**src/rtl/pci_init_pkg.sv**
```systemverilog
package pci_init_pkg;
    localparam int CBE_W = 4;
    localparam logic [CBE_W-1:0] CMD_MEM_RD = 4'b0110;
    localparam logic [CBE_W-1:0] CMD_MEM_WR = 4'b0111;
    localparam logic [CBE_W-1:0] BE_ALL_ON  = 4'b0000;

    typedef enum logic [1:0] {
        ST_IDLE,
        ST_ADDR,
        ST_DATA,
        ST_LAST
    } phase_e;
endpackage

```
**src/rtl/pci_init_beatcnt.sv**
```systemverilog
module pci_init_beatcnt #(
    parameter int BEAT_W = 8
) (
    input  logic              clk,
    input  logic              rst_n,
    input  logic              load,
    input  logic [BEAT_W-1:0] load_val,
    input  logic              dec,
    output logic [BEAT_W-1:0] count,
    output logic [BEAT_W-1:0] remain_after,
    output logic              last
);
    typedef struct packed {
        logic [BEAT_W-1:0] cnt;
    } cnt_t;

    cnt_t cnt_d, cnt_q;

    always_comb begin
        cnt_d = cnt_q;
        if (load) begin
            cnt_d.cnt = load_val;
        end else if (dec) begin
            cnt_d.cnt = cnt_q.cnt - BEAT_W'(1);
        end
    end

    always_ff @(posedge clk or negedge rst_n) begin
        if (!rst_n) begin
            cnt_q <= '0;
        end else begin
            cnt_q <= cnt_d;
        end
    end

    assign count        = cnt_q.cnt;
    assign last         = (cnt_q.cnt == BEAT_W'(1));
    assign remain_after = cnt_q.cnt - BEAT_W'(dec);


    no_underflow_chk: assert property (@(posedge clk) disable iff (!rst_n)
        dec |-> (count != '0));
endmodule

```
**src/rtl/pci_init_datapath.sv**
```systemverilog
module pci_init_datapath #(
    parameter int DATA_W = 32,
    parameter int CBE_W  = 4
) (
    input  logic              clk,
    input  logic              rst_n,
    input  logic              capture_addr,
    input  logic [DATA_W-1:0] req_addr,
    input  logic              addr_phase,
    input  logic              data_phase,
    input  logic              write_mode,
    input  logic [CBE_W-1:0]  cmd,
    input  logic [CBE_W-1:0]  byte_en_n,
    input  logic [DATA_W-1:0] wr_data,
    input  logic [DATA_W-1:0] ad_in,
    input  logic              xfer,
    output logic [DATA_W-1:0] ad_out,
    output logic              ad_oe,
    output logic [CBE_W-1:0]  cbe_n,
    output logic              cbe_oe,
    output logic              rd_valid,
    output logic [DATA_W-1:0] rd_data
);
    typedef struct packed {
        logic [DATA_W-1:0] addr;
        logic              rvld;
        logic [DATA_W-1:0] rdat;
    } dp_t;

    dp_t dp_d, dp_q;
    logic rd_beat;

    always_comb begin
        dp_d      = dp_q;
        rd_beat   = data_phase && !write_mode && xfer;
        dp_d.rvld = rd_beat;
        if (capture_addr) begin
            dp_d.addr = req_addr;
        end
        if (rd_beat) begin
            dp_d.rdat = ad_in;
        end
    end

    always_ff @(posedge clk or negedge rst_n) begin
        if (!rst_n) begin
            dp_q <= '0;
        end else begin
            dp_q <= dp_d;
        end
    end

    assign ad_out   = addr_phase ? dp_q.addr : wr_data;
    assign ad_oe    = addr_phase || (data_phase && write_mode);
    assign cbe_n    = addr_phase ? cmd : byte_en_n;
    assign cbe_oe   = addr_phase || data_phase;
    assign rd_valid = dp_q.rvld;
    assign rd_data  = dp_q.rdat;


    rd_capture_chk: assert property (@(posedge clk) disable iff (!rst_n)
        (data_phase && !write_mode && xfer) |=> (rd_valid && rd_data == $past(ad_in)));
endmodule

```
**src/rtl/pci_burst_initiator.sv**
```systemverilog
module pci_burst_initiator #(
    parameter int BEAT_W = 8,
    parameter int DATA_W = 32
) (
    input  logic              clk,
    input  logic              rst_n,
    input  logic              req_valid,
    input  logic [DATA_W-1:0] req_addr,
    input  logic              req_write,
    input  logic [BEAT_W-1:0] req_beats,
    input  logic [DATA_W-1:0] wr_data,
    output logic              wr_take,
    output logic              rd_valid,
    output logic [DATA_W-1:0] rd_data,
    output logic              busy,
    output logic              done,
    output logic [BEAT_W-1:0] done_remain,
    output logic              done_stopped,
    output logic              done_retry,
    output logic              txn_act_n,
    output logic              mst_rdy_n,
    input  logic              tgt_rdy_n,
    input  logic              tgt_halt_n,
    output logic              ctl_oe,
    output logic [DATA_W-1:0] ad_out,
    input  logic [DATA_W-1:0] ad_in,
    output logic              ad_oe,
    output logic [3:0]        cbe_n,
    output logic              cbe_oe
);
    import pci_init_pkg::*;

    typedef struct packed {
        phase_e            st;
        logic              wr;
        logic              any;
        logic              done;
        logic              stopped;
        logic              retry;
        logic [BEAT_W-1:0] remain;
    } ctl_t;

    ctl_t ctl_d, ctl_q;

    logic              accept;
    logic              xfer;
    logic              halt_hit;
    logic              finish;
    logic              last;
    logic [BEAT_W-1:0] count;
    logic [BEAT_W-1:0] remain_after;
    logic              addr_phase;
    logic              data_phase;
    logic [CBE_W-1:0]  cmd;

    assign addr_phase = (ctl_q.st == ST_ADDR);
    assign data_phase = (ctl_q.st == ST_DATA) || (ctl_q.st == ST_LAST);
    assign accept     = (ctl_q.st == ST_IDLE) && req_valid && (req_beats != '0);
    assign xfer       = data_phase && !tgt_rdy_n;
    assign halt_hit   = (ctl_q.st == ST_DATA) && !tgt_halt_n;
    assign cmd        = ctl_q.wr ? CMD_MEM_WR : CMD_MEM_RD;

    always_comb begin
        ctl_d      = ctl_q;
        ctl_d.done = 1'b0;
        finish     = 1'b0;
        case (ctl_q.st)
            ST_IDLE: begin
                if (accept) begin
                    ctl_d.st  = ST_ADDR;
                    ctl_d.wr  = req_write;
                    ctl_d.any = 1'b0;
                end
            end
            ST_ADDR: ctl_d.st = ST_DATA;
            ST_DATA: begin
                if (xfer) begin
                    ctl_d.any = 1'b1;
                end
                if (halt_hit && !last) begin
                    ctl_d.st = ST_LAST;
                end else if (halt_hit || (xfer && last)) begin
                    finish = 1'b1;
                end
            end
            ST_LAST: finish = 1'b1;
            default: ctl_d.st = ST_IDLE;
        endcase
        if (finish) begin
            ctl_d.st      = ST_IDLE;
            ctl_d.done    = 1'b1;
            ctl_d.remain  = remain_after;
            ctl_d.stopped = halt_hit || (ctl_q.st == ST_LAST);
            ctl_d.retry   = ctl_d.stopped && !(ctl_q.any || xfer);
        end
    end

    always_ff @(posedge clk or negedge rst_n) begin
        if (!rst_n) begin
            ctl_q    <= '0;
            ctl_q.st <= ST_IDLE;
        end else begin
            ctl_q <= ctl_d;
        end
    end

    pci_init_beatcnt #(.BEAT_W(BEAT_W)) u_cnt (
        .clk          (clk),
        .rst_n        (rst_n),
        .load         (accept),
        .load_val     (req_beats),
        .dec          (xfer),
        .count        (count),
        .remain_after (remain_after),
        .last         (last)
    );

    pci_init_datapath #(.DATA_W(DATA_W), .CBE_W(CBE_W)) u_dp (
        .clk          (clk),
        .rst_n        (rst_n),
        .capture_addr (accept),
        .req_addr     (req_addr),
        .addr_phase   (addr_phase),
        .data_phase   (data_phase),
        .write_mode   (ctl_q.wr),
        .cmd          (cmd),
        .byte_en_n    (BE_ALL_ON),
        .wr_data      (wr_data),
        .ad_in        (ad_in),
        .xfer         (xfer),
        .ad_out       (ad_out),
        .ad_oe        (ad_oe),
        .cbe_n        (cbe_n),
        .cbe_oe       (cbe_oe),
        .rd_valid     (rd_valid),
        .rd_data      (rd_data)
    );

    assign txn_act_n    = !(addr_phase || ((ctl_q.st == ST_DATA) && !last));
    assign mst_rdy_n    = !data_phase;
    assign busy         = (ctl_q.st != ST_IDLE);
    assign done         = ctl_q.done;
    assign done_remain  = ctl_q.remain;
    assign done_stopped = ctl_q.stopped;
    assign done_retry   = ctl_q.retry;
    assign ctl_oe       = busy || ctl_q.done;
    assign wr_take      = xfer && ctl_q.wr;

    // Stop-window age: clocks spent busy since the target stop was sampled.
    logic [2:0] halt_age_q;
    always_ff @(posedge clk or negedge rst_n) begin
        if (!rst_n) begin
            halt_age_q <= '0;
        end else if (halt_hit) begin
            halt_age_q <= 3'd1;
        end else if (!busy) begin
            halt_age_q <= '0;
        end else if (halt_age_q != '0 && halt_age_q != 3'd7) begin
            halt_age_q <= halt_age_q + 3'd1;
        end
    end


    addr_phase_chk: assert property (@(posedge clk) disable iff (!rst_n)
        accept |=> (!txn_act_n && mst_rdy_n && ad_oe));

    act_needs_rdy_chk: assert property (@(posedge clk) disable iff (!rst_n)
        (busy && txn_act_n) |-> !mst_rdy_n);

    hold_beat_chk: assert property (@(posedge clk) disable iff (!rst_n)
        ((ctl_q.st == ST_DATA) && tgt_rdy_n && tgt_halt_n) |=> $stable(count));

    end_idle_chk: assert property (@(posedge clk) disable iff (!rst_n)
        ((ctl_q.st == ST_DATA) && last && xfer) |=> (txn_act_n && mst_rdy_n && done));

    halt_release_chk: assert property (@(posedge clk) disable iff (!rst_n)
        halt_hit |=> txn_act_n);

    halt_window_chk: assert property (@(posedge clk) disable iff (!rst_n)
        halt_age_q < 3'd3);

    retry_implies_stop_chk: assert property (@(posedge clk) disable iff (!rst_n)
        done_retry |-> done_stopped);
endmodule

```
**config.mk**
```make
export PLATFORM = sky130hd
export DESIGN_NAME = pci_burst_initiator
export DESIGN_NICKNAME = d
export VERILOG_FILES = /design/src/rtl/pci_init_pkg.sv /design/src/rtl/pci_init_beatcnt.sv /design/src/rtl/pci_init_datapath.sv /design/src/rtl/pci_burst_initiator.sv
export SDC_FILE = /design/constraint.sdc
export NUM_CORES = 1
export LEC_CHECK = 0
export CAP_MARGIN = 20
export CORE_UTILIZATION = 55
export CTS_CLUSTER_SIZE = 24
export DETAILED_ROUTE_END_ITERATION = 7
export DONT_BUFFER_PORTS = 1
export PLACE_DENSITY = 0.7
export SLEW_MARGIN = 20
export SYNTH_ARGS = -nofsm -noshare
export SYNTH_HDL_FRONTEND = slang
export SYNTH_SLANG_ARGS = --single-unit
```
**constraint.sdc**
```tcl
create_clock -name clk -period 4.4 [get_ports clk]
set_input_delay 0.22 -clock clk [delete_from_list [all_inputs] [get_ports clk]]
set_output_delay 0.22 -clock clk [all_outputs]
set_load 0.01 [all_outputs]
```
[After elaboration in Yosys (flattened, before gate mapping)]
Index checks and enable logic that the tools add are counted.
Storage, ports and cells
  bits in registers: 88
  input port bits: 110
  output and inout bits: 87
  logic and storage cells: 72
Operators by class
  $add $sub $neg: 2
  equal/unequal tests: 8
  muxes and demuxes: 15
  reductions and logical operators: 36
Operator list (number)
  32-bit 2-to-1 mux: 1
  8-bit 2-to-1 mux: 2
  1-bit logical AND: 12
  11-bit 2-to-1 mux: 1
  8-bit by 1-bit == test with 1-bit output (second input constant): 1
  1-bit logical OR: 8
  8-bit nonzero test: 1
  8-bit by 1-bit subtractor with 8-bit output: 1
  8-bit by 1-bit subtractor with 8-bit output (second input constant): 1
  1-bit zero test: 7
  2-bit case mux with 3 select lines: 1
  3-bit AND reduction: 2
  2-bit nonzero test: 3
  2-bit == test (second input constant): 2
  1-bit 2-to-1 mux: 4
  2-bit 2-to-1 mux: 2
  4-bit 2-to-1 mux: 1
  1-bit case mux with 2 select lines: 2
  4-bit nonzero test: 1
  3-bit 2-to-1 mux: 1
  3-bit by 2-bit != test with 1-bit output (second input constant): 1
  3-bit != test (second input constant): 1
  2-bit by 1-bit == test with 1-bit output (second input constant): 1
  2-bit zero test: 1
  3 further kinds: 3

[Depth between registers and ports, before layout]
Gate-level depths: netlist (run 1).
  depth after elaboration: 10
  depth in mapped cells: 9
  depth with buffers taken out: 8

[Hierarchy]
A second synthesis (run 1) with hierarchy kept.
Unflattened totals
  cells, all modules: 366
  area total of the unflattened synthesis: 4729.5 um^2
Modules (own cells, without submodules)
  pci_init_datapath: instances 1, cells each 212, area each 3224.3 um^2, sequential area each 1626.6 um^2
  pci_burst_initiator: instances 1, cells each 84, area each 903.4 um^2, sequential area each 375.4 um^2
  pci_init_beatcnt: instances 1, cells each 70, area each 601.8 um^2, sequential area each 200.2 um^2

[Least setup slack after synthesis (run 1)]
Ideal clock, no wire load.
  kind: reg-to-reg
  from: register ctl_q[13] (netlist name)
  to: register ctl_q, in the netlist done_remain[7]
  setup time: 0.119 ns
  data arrival time: 1.937 ns
  data required time: 4.281 ns
  slack: 2.345 ns
  stages on the path, launching flop included: 10
  path buffers: 1
  period minus slack after synthesis: 2.055 ns
  path through: dfrtp_1 > inv_1 > ha_1 > o21ba_2 > buf_2 > ha_1 > nor3b_1 > nand2_1 > xor2_1 > o21ai_2
On the way
  word-level cells in the longest chain between the ends: 8
  elaborated cells between the ends (all ways): 12
  classes of those cells: add/sub (1); eq/ne (2); mux (3); reduce/logical (6)
RTL lines
  start: declaration: line pci_burst_initiator.sv:43  | ctl_t ctl_d, ctl_q;
  start signal: assignment: line pci_burst_initiator.sv:103  | ctl_q <= ctl_d;
  branches (longest 8 deep; another with 8-bit by 1-bit subtractor with 8-bit output)
Parallel ways; which one is timed is not known.
A chain may end at the register's enable or synchronous reset.

[Worst setup path in the final report (run 1)]
  from: register ctl_q[13] (netlist name)
  to: register u_dp.dp_q[60] (netlist name)
On the way
  word-level cells in the longest chain between the ends: 3
RTL lines
  2-bit zero test: line pci_burst_initiator.sv:58  | assign accept = (ctl_q.st == ST_IDLE) && req_valid && (req_beats != '0);
  1-bit logical AND (2 in a row): line pci_burst_initiator.sv:58
  end signal: assignment: line pci_init_datapath.sv:49  | dp_q <= dp_d;
  end: declaration: line pci_init_datapath.sv:30  | dp_t dp_d, dp_q;
Every way passes these cells.

==> impl_metrics.env, run 1 <==
export IMPL_critPathMaxFanout=28
export IMPL_avgSynthCellArea_um2=12.63
export IMPL_cts_repair_resized=0
export IMPL_fin_skew_ns=0.01158
export IMPL_crit_arrival_ns=2.78
export IMPL_grt_first_pass_wirelength_mm=13.92
export IMPL_slowest_delay_ns=0.58
export IMPL_placed_cell_area_um2=4299
export IMPL_netlist_instances=364
export IMPL_fin_ws_ns=1.860
export IMPL_worstMarginPinSlew_ns=0.8916
export IMPL_overflow=0
export IMPL_cp_slowest_cell="a21oi_4"
export IMPL_synthToLayoutAreaGrowth_pct=15.90
export IMPL_dp_hpwl_mm=5.905
export IMPL_place_ws_ns=1.820
export IMPL_n_fill_cell=569
export IMPL_peakVddDrop_mv=0.2880
export IMPL_clk_path_buf_depth=2
export IMPL_ioPinCount=197
export IMPL_placement_io_buffers=0
export IMPL_ant_nets=0
export IMPL_yosys_area_top_type_share_pct=47.90
export IMPL_maxSlewHeadroom_pct=40.56
export IMPL_end_kind="flop"
export IMPL_clkSinkCount=88
export IMPL_totalPowerFinal_uw=3463
export IMPL_rsz0062_at_grt="no"
export IMPL_gp_congestion=0.7857
export IMPL_ys_types=37
export IMPL_final_nets=510
export IMPL_dr_pass1_iters=4
export IMPL_antenna_found_initial=0
export IMPL_numCtsBuffers=9
export IMPL_layout_min_cycle_time_ns=2.540
export IMPL_critical_path_class="flop to flop"
export IMPL_cap_violations=0
export IMPL_cp_data_required_time_ns=4.64
export IMPL_placementRows=32
export IMPL_grt_use_total_pct=21.07
export IMPL_hp_class="input port to flop"
export IMPL_yosys_warnings=0
export IMPL_avgViaCountPerCell=5.343
export IMPL_h_tree_depth=3
export IMPL_synth_top_area_cell="dfrtp_1"
export IMPL_root_buffer="clkbuf_8"
export IMPL_synth_fp_nets=483
export IMPL_netlist_area_um2=4597
export IMPL_wl_per_cell_um=17.58
export IMPL_fin_area_um2=5328
export IMPL_grt_pass1_vias=2773
export IMPL_drc_errors=0
export IMPL_dieArea_um2=8727
export IMPL_cts_tree="done"
export IMPL_whs_ns=0.007000
export IMPL_clk_pin_slew_ns=0.09
export IMPL_diodes=0
export IMPL_die_y_um=93.42
export IMPL_fmax_mhz=393.7
export IMPL_start_util_pct=58.28
export IMPL_drtIter0Drc=76
export IMPL_power_leakage_uw=0.002234
export IMPL_wl_mm=8.754
export IMPL_hold_violations=0
export IMPL_synth_edf_count=0
export IMPL_yosysSeqAreaShare_pct=47.90
export IMPL_post_cts_setup_buffers=0
export IMPL_yosys_top_cells_area="dfrtp_1 (48%), mux2_1 (15%), mux2_2 (8.6%)"
export IMPL_drive_gt1_share_pct=20.45
export IMPL_outcome="finished, final reports clean"
export IMPL_slew_viol_final=0
export IMPL_post_route_period_util_pct=57.73
export IMPL_powerDensity_nw_per_um2=650.0
export IMPL_clkLatencyLatePin_ns=0.36
export IMPL_die_w_um=93.42
export IMPL_async_flop_share_pct=100.0
export IMPL_hold_buffers=73
export IMPL_synth_ff_type="dfrtp_1"
export IMPL_fin_tns_setup_ns=0
export IMPL_finalSetupViolCount=0
export IMPL_vias=2661
export IMPL_synth_seq_cells=88
export IMPL_critPathLaunchType="flop"
export IMPL_fp_coreArea_um2=7888
export IMPL_grt_max_degree=89
export IMPL_path_cells="inv_1 > ha_1 > nand2_1 > a21oi_4 > buf_4 > mux2_1"
-- layout by cell type (no fill, tap or decap), drive strengths merged, types with 3 or more instances in the layout --
cell type    instances
nand2               31
mux2                97
nand3                4
xor2                10
clkbuf               9
dlygate4sd3         73
and2                 3
o21ai               18
nor4                 4
buf                  3
ha                   9
dfrtp               88
a21oi                4
nor3                 3
inv                 11
a21o                 3
bufinv               4
xnor2                3
nor2                 4
-- cell families after synthesis --
logic type | Yosys count | synth area share, %
and+or+nand+nor | 53 | 6.968
adders and majority gates | 9 | 2.450
DFF | 88 | 47.90
muxes | 99 | 24.20
AOI/OAI and AO/OA | 33 | 5.389
buffers and inverters | 68 | 10.53
other | 1 | 0.08158
xor gates and xnor gates | 13 | 2.477
-- power breakdown --
group | internal, uW | leakage (uW) | switching [uW]
clock | 441 | 0.000135 | 297
sequential | 1210 | 0.00106 | 396
combinational | 552 | 0.00104 | 571
total | 2200 | 0.00223 | 1260
-- worst max-delay path: cells and delay by family (launching register included) --
family / cells / cell delay (ns)
and+or+nand+nor: 1 / 0.17
AOI/OAI and AO/OA: 1 / 0.58
adders and majority gates: 1 / 0.31
buffers and inverters: 2 / 0.56
DFF: 1 / 0.43
muxes: 1 / 0.36
-- Yosys cell counts, drive strengths merged, types with 2 or more instances --
cell type and number:
xnor2 3, xor2 10, dfrtp 88, buf 59
mux2i 2, nand2 31, inv 8, nand3 4
mux2 97, and2 3, a211oi 2, a21oi 4
a31oi 2, nor2 4, nor4 4, o21ai 18
a21o 3, nor3b 2, ha 9, nor3 3
o21ba 2
-- final cells by class --
class | instances | area (um2) | area share (%)
Multi-Input combinational cell | 208 | 1924 | 36.12
Tap cell | 102 | 127.6 | 2.395
Sequential cell | 88 | 2202 | 41.33
Timing Repair Buffer | 76 | 773.2 | 14.51
Inverter | 8 | 30.03 | 0.5636
Clock inverter | 7 | 146.4 | 2.748
Clock buffer | 9 | 123.9 | 2.325
-- per-stage QoR --
step,util (%),instances
floorplan,-,364
global placement,54.51,408
detailed placement,54.51,408
CTS,67.42,497
global route,67.54,498
finish,67.54,498
-- path summary, 6_finish.rpt --
check                                     startpoint                          end  slack [ns]  cells past startpoint
max                            ctl_q[13]$_DFFE_PN0P_    u_dp.dp_q[60]$_DFFE_PN0P_        1.86                      6
min                                         ad_in[7]  u_dp.rd_data[7]$_DFFE_PN0P_       0.007                      1
max reg2reg                    ctl_q[13]$_DFFE_PN0P_    u_dp.dp_q[60]$_DFFE_PN0P_        1.86                      6
min reg2reg                u_dp.dp_q[50]$_DFFE_PN0P_    u_dp.dp_q[50]$_DFFE_PN0P_        0.49                      1
max in group asynchronous                      rst_n   done_remain[1]$_DFFE_PN0P_        3.64                      2
min in group asynchronous                      rst_n    u_dp.dp_q[50]$_DFFE_PN0P_        0.43                      2
-- flip-flops by register name, summed over array words and instances (netlist names) --
register and flops:
ctl_q 4, done 1, done_remain 8, done_retry 1, done_stopped 1, u_cnt.count 8, u_dp.dp_q 32, u_dp.rd_data 32
u_dp.rd_valid 1
-- routing by layer --
metal | global-route usage [%] | vias to the layer above | wire (um)
met5 | 0 | - | 0
met4 | 6.667 | 0 | 121
met3 | 7.236 | 12 | 800
met2 | 35.36 | 149 | 4265
met1 | 25.47 | 1237 | 3566
li1 | - | 1263 | -
No activity file was read; power rests on OpenSTA's default activity.
==> inputs of run 2 (changes only) <==
==> constraint.sdc (replaced) <==
create_clock -name clk -period 2.6 [get_ports clk]
set_input_delay 0.13 -clock clk [delete_from_list [all_inputs] [get_ports clk]]
set_output_delay 0.13 -clock clk [all_outputs]
set_load 0.01 [all_outputs]
==> run 2 against run 1 <==
- worst hold slack improved by 0.029 ns
- maximum frequency increased by 10%
- critical path type unchanged
- clock power increased by 40%
- largest cell class unchanged
- sequential share of layout area decreased by 0.16 points
- die area unchanged
- global-route usage increased by 0.34 points
- first-iteration DRC count increased by 9.2%
- count of clock-buffer cells in the layout increased by 1
- design area increased by 0.40%
- critical endpoint is now done_remain[7]$_DFFE_PN0P_
==> impl_metrics.env, run 2 (synthesis gave the netlist of run 1 again) <==
export IMPL_gp_congestion=0.7705
export IMPL_place_ws_ns=0.2972
export IMPL_placement_io_buffers=0
export IMPL_slew_viol_final=0
export IMPL_layout_common_cells="dfrtp_1 (88), dlygate4sd3_1 (76), mux2_1 (62)"
export IMPL_drive_gt1_share_pct=20.90
export IMPL_pwr_share_clk_pct=18.0
export IMPL_layout_min_cycle_time_ns=2.305
export IMPL_drtIter0Drc=83
export IMPL_crit_arrival_ns=2.53
export IMPL_grt_pass1_vias=2859
export IMPL_final_nets=517
export IMPL_r2r_slack_ns=0.30
export IMPL_grt_max_degree=89
export IMPL_ioPinCount=197
export IMPL_die_y_um=93.42
export IMPL_outcome="finished, final reports clean"
export IMPL_cap_violations=0
export IMPL_overflow=0
export IMPL_start_util_pct=58.28
export IMPL_grt_use_total_pct=21.41
export IMPL_cts_tree="done"
export IMPL_placementRows=32
export IMPL_hp_class="input port to flop"
export IMPL_power_switching_uw=2130
export IMPL_dp_hpwl_mm=5.976
export IMPL_clk_path_buf_depth=2
export IMPL_vias=2673
export IMPL_powerDensity_nw_per_um2=1068
export IMPL_diodes=0
export IMPL_critPathMaxFanout=12
export IMPL_p_int_uw=3581
export IMPL_post_route_util_pct=67.81
export IMPL_pwr_share_seq_pct=47.5
export IMPL_end_kind="flop"
export IMPL_power_frac_comb_pct=34.5
export IMPL_fmax_mhz=433.9
export IMPL_numCtsBuffers=9
export IMPL_fin_area_um2=5349
export IMPL_grt_first_pass_wirelength_mm=14.27
export IMPL_critical_path_class="flop to flop"
export IMPL_h_tree_depth=3
export IMPL_cts_repair_resized=0
export IMPL_wl_mm=9.101
export IMPL_post_cts_setup_buffers=0
export IMPL_rsz0062_at_grt="no"
export IMPL_final_common_cell="dfrtp_1"
export IMPL_post_route_period_util_pct=88.64
export IMPL_die_w_um=93.42
export IMPL_hold_violations=0
export IMPL_peakVddDrop_mv=0.4643
export IMPL_clk_pin_slew_ns=0.08
export IMPL_fin_ws_ns=0.2953
export IMPL_fin_tns_setup_ns=0
export IMPL_cp_data_required_time_ns=2.83
export IMPL_avgViaCountPerCell=5.304
export IMPL_root_buffer="clkbuf_8"
export IMPL_hold_buffers=77
export IMPL_dr_pass1_iters=4
export IMPL_synthToLayoutAreaGrowth_pct=16.36
export IMPL_power_leakage_uw=0.002242
export IMPL_worstMarginPinSlew_ns=0.5233
export IMPL_fp_coreArea_um2=7888
export IMPL_finalSetupViolCount=0
export IMPL_critPathLaunchType="flop"
export IMPL_antenna_found_initial=0
export IMPL_clkLatencyLatePin_ns=0.34
export IMPL_wl_per_cell_um=18.06
export IMPL_whs_ns=0.03619
export IMPL_clkSinkCount=88
export IMPL_dieArea_um2=8727
export IMPL_switching_share_pct=37.30
export IMPL_drc_errors=0
export IMPL_fin_skew_ns=0.01087
export IMPL_ant_nets=0
export IMPL_maxSlewHeadroom_pct=64.75
export IMPL_placed_cell_area_um2=4342
## run 2: changes by cell type in the layout (fill, tap and decap cells not counted), sizes merged
cell / delta
clkinv: +2
buf: +4
bufinv: -2
inv: -3
dlygate4sd3: +3
clkbuf: +1
clkinvlp: +1
## run 2: power by group through the flow
stage / clock network (uW) / logic, uW / registers (uW)
detailed placement: 0 / 1840 / 2730
global placement: 0 / 1790 / 2710
CTS: 1060 / 1980 / 2710
floorplan: 0 / 2250 / 2350
finish: 1030 / 1970 / 2710
global route: 1120 / 2180 / 2810
## run 2: critical path: stages (launching register included)
cell,delay (ns)
dfrtp_1,0.42
inv_1,0.13
ha_1,0.34
o21ba_2,0.33
ha_1,0.21
nor3b_1,0.37
nand2_1,0.13
xor2_1,0.20
o21ai_2,0.06
## run 2: path summary, 6_finish.rpt
| path | endpoint | from | depth (start not counted) |
|---|---|---|---|
| min in group asynchronous | u_dp.dp_q[53]$_DFFE_PN0P_ | rst_n | 2 |
| hold reg to reg | u_dp.dp_q[51]$_DFFE_PN0P_ | u_dp.dp_q[51]$_DFFE_PN0P_ | 1 |
| hold / removal | ctl_q[11]$_DFFE_PN0P_ | tgt_rdy_n | 2 |
| max in group asynchronous | u_dp.rd_data[9]$_DFFE_PN0P_ | rst_n | 2 |
| setup reg to reg | done_remain[7]$_DFFE_PN0P_ | ctl_q[13]$_DFFE_PN0P_ | 8 |
| setup / recovery | done_remain[7]$_DFFE_PN0P_ | ctl_q[13]$_DFFE_PN0P_ | 8 |
## run 2: area by class of cell
| class | instances | area [um2] |
|---|---|---|
| clock buffers | 10 | 137.6 |
| clock inverters | 5 | 81.33 |
| fillers | 543 | 2539 |
| inverters | 8 | 30.03 |
| multi-input cells | 208 | 1924 |
| flip-flops and latches | 88 | 2202 |
| well taps | 102 | 127.6 |
| repair buffers | 83 | 845.8 |
## run 2: per-stage QoR
stage                     std cells  power, uW
after floorplan                 364       4605
after global placement          412       4496
after detailed placement        412       4568
after CTS                       504       5740
after global routing            504       6109
final                           504       5710
## run 2: metal layers
layer / GRT usage [%] / part of all wire (%) / vias to the layer above
li1: - / - / 1268
met3: 6.829 / 8.8 / 10
met4: 7.308 / 1.5 / 0
met5: 0 / 0 / -
met2: 35.48 / 48 / 147
met1: 26.35 / 41 / 1248
==> inputs of run 3 (changes only) <==
--- a/config.mk
+++ b/config.mk
@@ -7,6 +7,7 @@
 export LEC_CHECK = 0
 export CAP_MARGIN = 20
 export CORE_UTILIZATION = 55
+export CTS_BUF_LIST = sky130_fd_sc_hd__clkbuf_16
 export CTS_CLUSTER_SIZE = 24
 export DETAILED_ROUTE_END_ITERATION = 7
 export DONT_BUFFER_PORTS = 1
==> run 3 against run 2 <==
- die area stayed put
- flip-flop and latch count unchanged
- setup slack improved by 0.0040 ns
- maximum frequency increased by 0.17%
- register-to-register slack barely moved
- final cell count decreased by 0.20%
- worst hold slack worse by 0.0068 ns
- sequential power about the same
- critical endpoint unchanged
- largest power group unchanged
==> impl_metrics.env, run 3 (synthesis gave the netlist of run 1 again) <==
export IMPL_outcome="finished, final reports clean"
export IMPL_placement_io_buffers=0
export IMPL_whs_ns=0.02940
export IMPL_fp_coreArea_um2=7888
export IMPL_final_common_cell="dfrtp_1"
export IMPL_clkSinkCount=88
export IMPL_fin_tns_setup_ns=0
export IMPL_slowest_delay_ns=0.41
export IMPL_fin_skew_ns=0.007977
export IMPL_root_buffer="clkbuf_16"
export IMPL_dieArea_um2=8727
export IMPL_drive_gt1_share_pct=20.70
export IMPL_die_w_um=93.42
export IMPL_n_fill_cell=547
export IMPL_diodes=0
export IMPL_critPathBufInv=1
export IMPL_cts_repair_resized=0
export IMPL_avgViaCountPerCell=5.310
export IMPL_crit_arrival_ns=2.51
export IMPL_cp_common_cell="ha_1"
export IMPL_grt_max_degree=89
export IMPL_post_route_period_util_pct=88.49
export IMPL_ant_nets=0
export IMPL_dr_pass1_iters=4
export IMPL_clkLatencyLatePin_ns=0.33
export IMPL_critPathMaxFanout=12
export IMPL_drtIter0Drc=74
export IMPL_overflow=0
export IMPL_die_y_um=93.42
export IMPL_grt_pass1_vias=2858
export IMPL_cap_violations=0
export IMPL_wl_mm=9.106
export IMPL_power_leakage_uw=0.002280
export IMPL_grt_first_pass_wirelength_mm=14.30
export IMPL_finalSetupViolCount=0
export IMPL_dp_hpwl_mm=5.976
export IMPL_gp_congestion=0.7705
export IMPL_ioPinCount=197
export IMPL_fin_ws_ns=0.2993
export IMPL_placementRows=32
export IMPL_worstMarginPinSlew_ns=0.5239
export IMPL_clk_path_buf_depth=2
export IMPL_start_util_pct=58.28
export IMPL_grt_use_total_pct=21.59
export IMPL_vias=2671
export IMPL_layout_common_cells="dfrtp_1 (88), dlygate4sd3_1 (75), mux2_1 (62)"
export IMPL_cp_slowest_cell="dfrtp_1"
export IMPL_hold_violations=0
export IMPL_cp_data_required_time_ns=2.81
export IMPL_r2r_slack_ns=0.30
export IMPL_numCtsBuffers=9
export IMPL_fmax_mhz=434.7
export IMPL_cts_tree="done"
export IMPL_end_kind="flop"
export IMPL_peakVddDrop_mv=0.4581
export IMPL_antenna_found_initial=0
export IMPL_synthToLayoutAreaGrowth_pct=18.13
export IMPL_crit_family="adder cells"
export IMPL_wl_per_cell_um=18.10
export IMPL_hp_class="input port to flop"
export IMPL_path_cells="inv_1 > ha_1 > o21ba_2 > ha_1 > nor3b_1 > nand2_1 > xor2_1 > o21ai_2"
export IMPL_clk_pin_slew_ns=0.06
export IMPL_h_tree_depth=3
export IMPL_maxSlewHeadroom_pct=64.71
export IMPL_powerDensity_nw_per_um2=1107
export IMPL_critical_path_class="flop to flop"
export IMPL_critPathLaunchType="flop"
export IMPL_slew_viol_final=0
export IMPL_place_ws_ns=0.2972
export IMPL_rsz0062_at_grt="no"
export IMPL_layout_min_cycle_time_ns=2.301
export IMPL_drc_errors=0
export IMPL_final_nets=516
## run 3: cell count changes in the layout (fill, tap and decap cells not counted)
| cell | previous run | this run |
|---|---|---|
| clkbuf_16 | 0 | 9 |
| clkbuf_8 | 10 | 0 |
| clkinv_1 | 0 | 1 |
| dlygate4sd3_1 | 76 | 75 |
## run 3: metrics by stage
| step | util (%) | power [uW] | instance area (um2) | std cells |
|---|---|---|---|---|
| finish | 68.85 | 6010 | 5430 | 503 |
| detailed placement | 55.04 | 4568 | 4342 | 412 |
| floorplan | - | 4605 | 4597 | 364 |
| global placement | 55.04 | 4496 | 4342 | 412 |
| global route | 68.85 | 6411 | 5430 | 503 |
| CTS | 68.85 | 6042 | 5430 | 503 |
## run 3: final timing paths
path / to / from / depth (start not counted)
max: done_remain[7]$_DFFE_PN0P_ / ctl_q[13]$_DFFE_PN0P_ / 8
min in group asynchronous: u_dp.dp_q[53]$_DFFE_PN0P_ / rst_n / 2
min: done_stopped$_DFFE_PN0P_ / tgt_halt_n / 3
max reg2reg: done_remain[7]$_DFFE_PN0P_ / ctl_q[13]$_DFFE_PN0P_ / 8
max in group asynchronous: done_remain[0]$_DFFE_PN0P_ / rst_n / 2
min reg2reg: u_dp.dp_q[57]$_DFFE_PN0P_ / u_dp.dp_q[57]$_DFFE_PN0P_ / 1
## run 3: layout make-up
| cell class | instances | area (um2) | area share (%) |
|---|---|---|---|
| inverter | 8 | 30.03 | 0.5530 |
| clock inverter | 6 | 85.08 | 1.567 |
| tap | 102 | 127.6 | 2.350 |
| sequential | 88 | 2202 | 40.55 |
| clock buffer | 9 | 225.2 | 4.147 |
| multi-input combinational | 208 | 1924 | 35.44 |
| timing repair buffer | 82 | 835.8 | 15.39 |
## run 3: worst register-to-register path: cells and delay by family, from the launching register on
kind / cells / cell delay, ns
adders and majority gates: 2 / 0.56
and+or+nand+nor: 2 / 0.50
DFF: 1 / 0.41
AOI/OAI and AO/OA: 2 / 0.39
xor gates and xnor gates: 1 / 0.19
buffers and inverters: 1 / 0.13
## run 3: timing repair
item                                   CTS  global route
hold buffers                            76             0
endpoints found under the hold margin  162             0
setup buffers                            0             0
## run 3: where the power goes
part           leakage (uW)  internal (uW)  switching [uW]
clock              0.000149            832             502
combinational       0.00108            967             991
sequential          0.00106           2050             670
## run 3: routing by layer
layer	routed length (um)	vias up	part of all wire [%]	global-route usage [%]
met5	0	-	0	0
met4	163	0	1.8	8.846
met3	841	14	9.2	6.992
met2	4310	145	47	35.48
met1	3790	1238	42	26.15
li1	-	1274	-	-
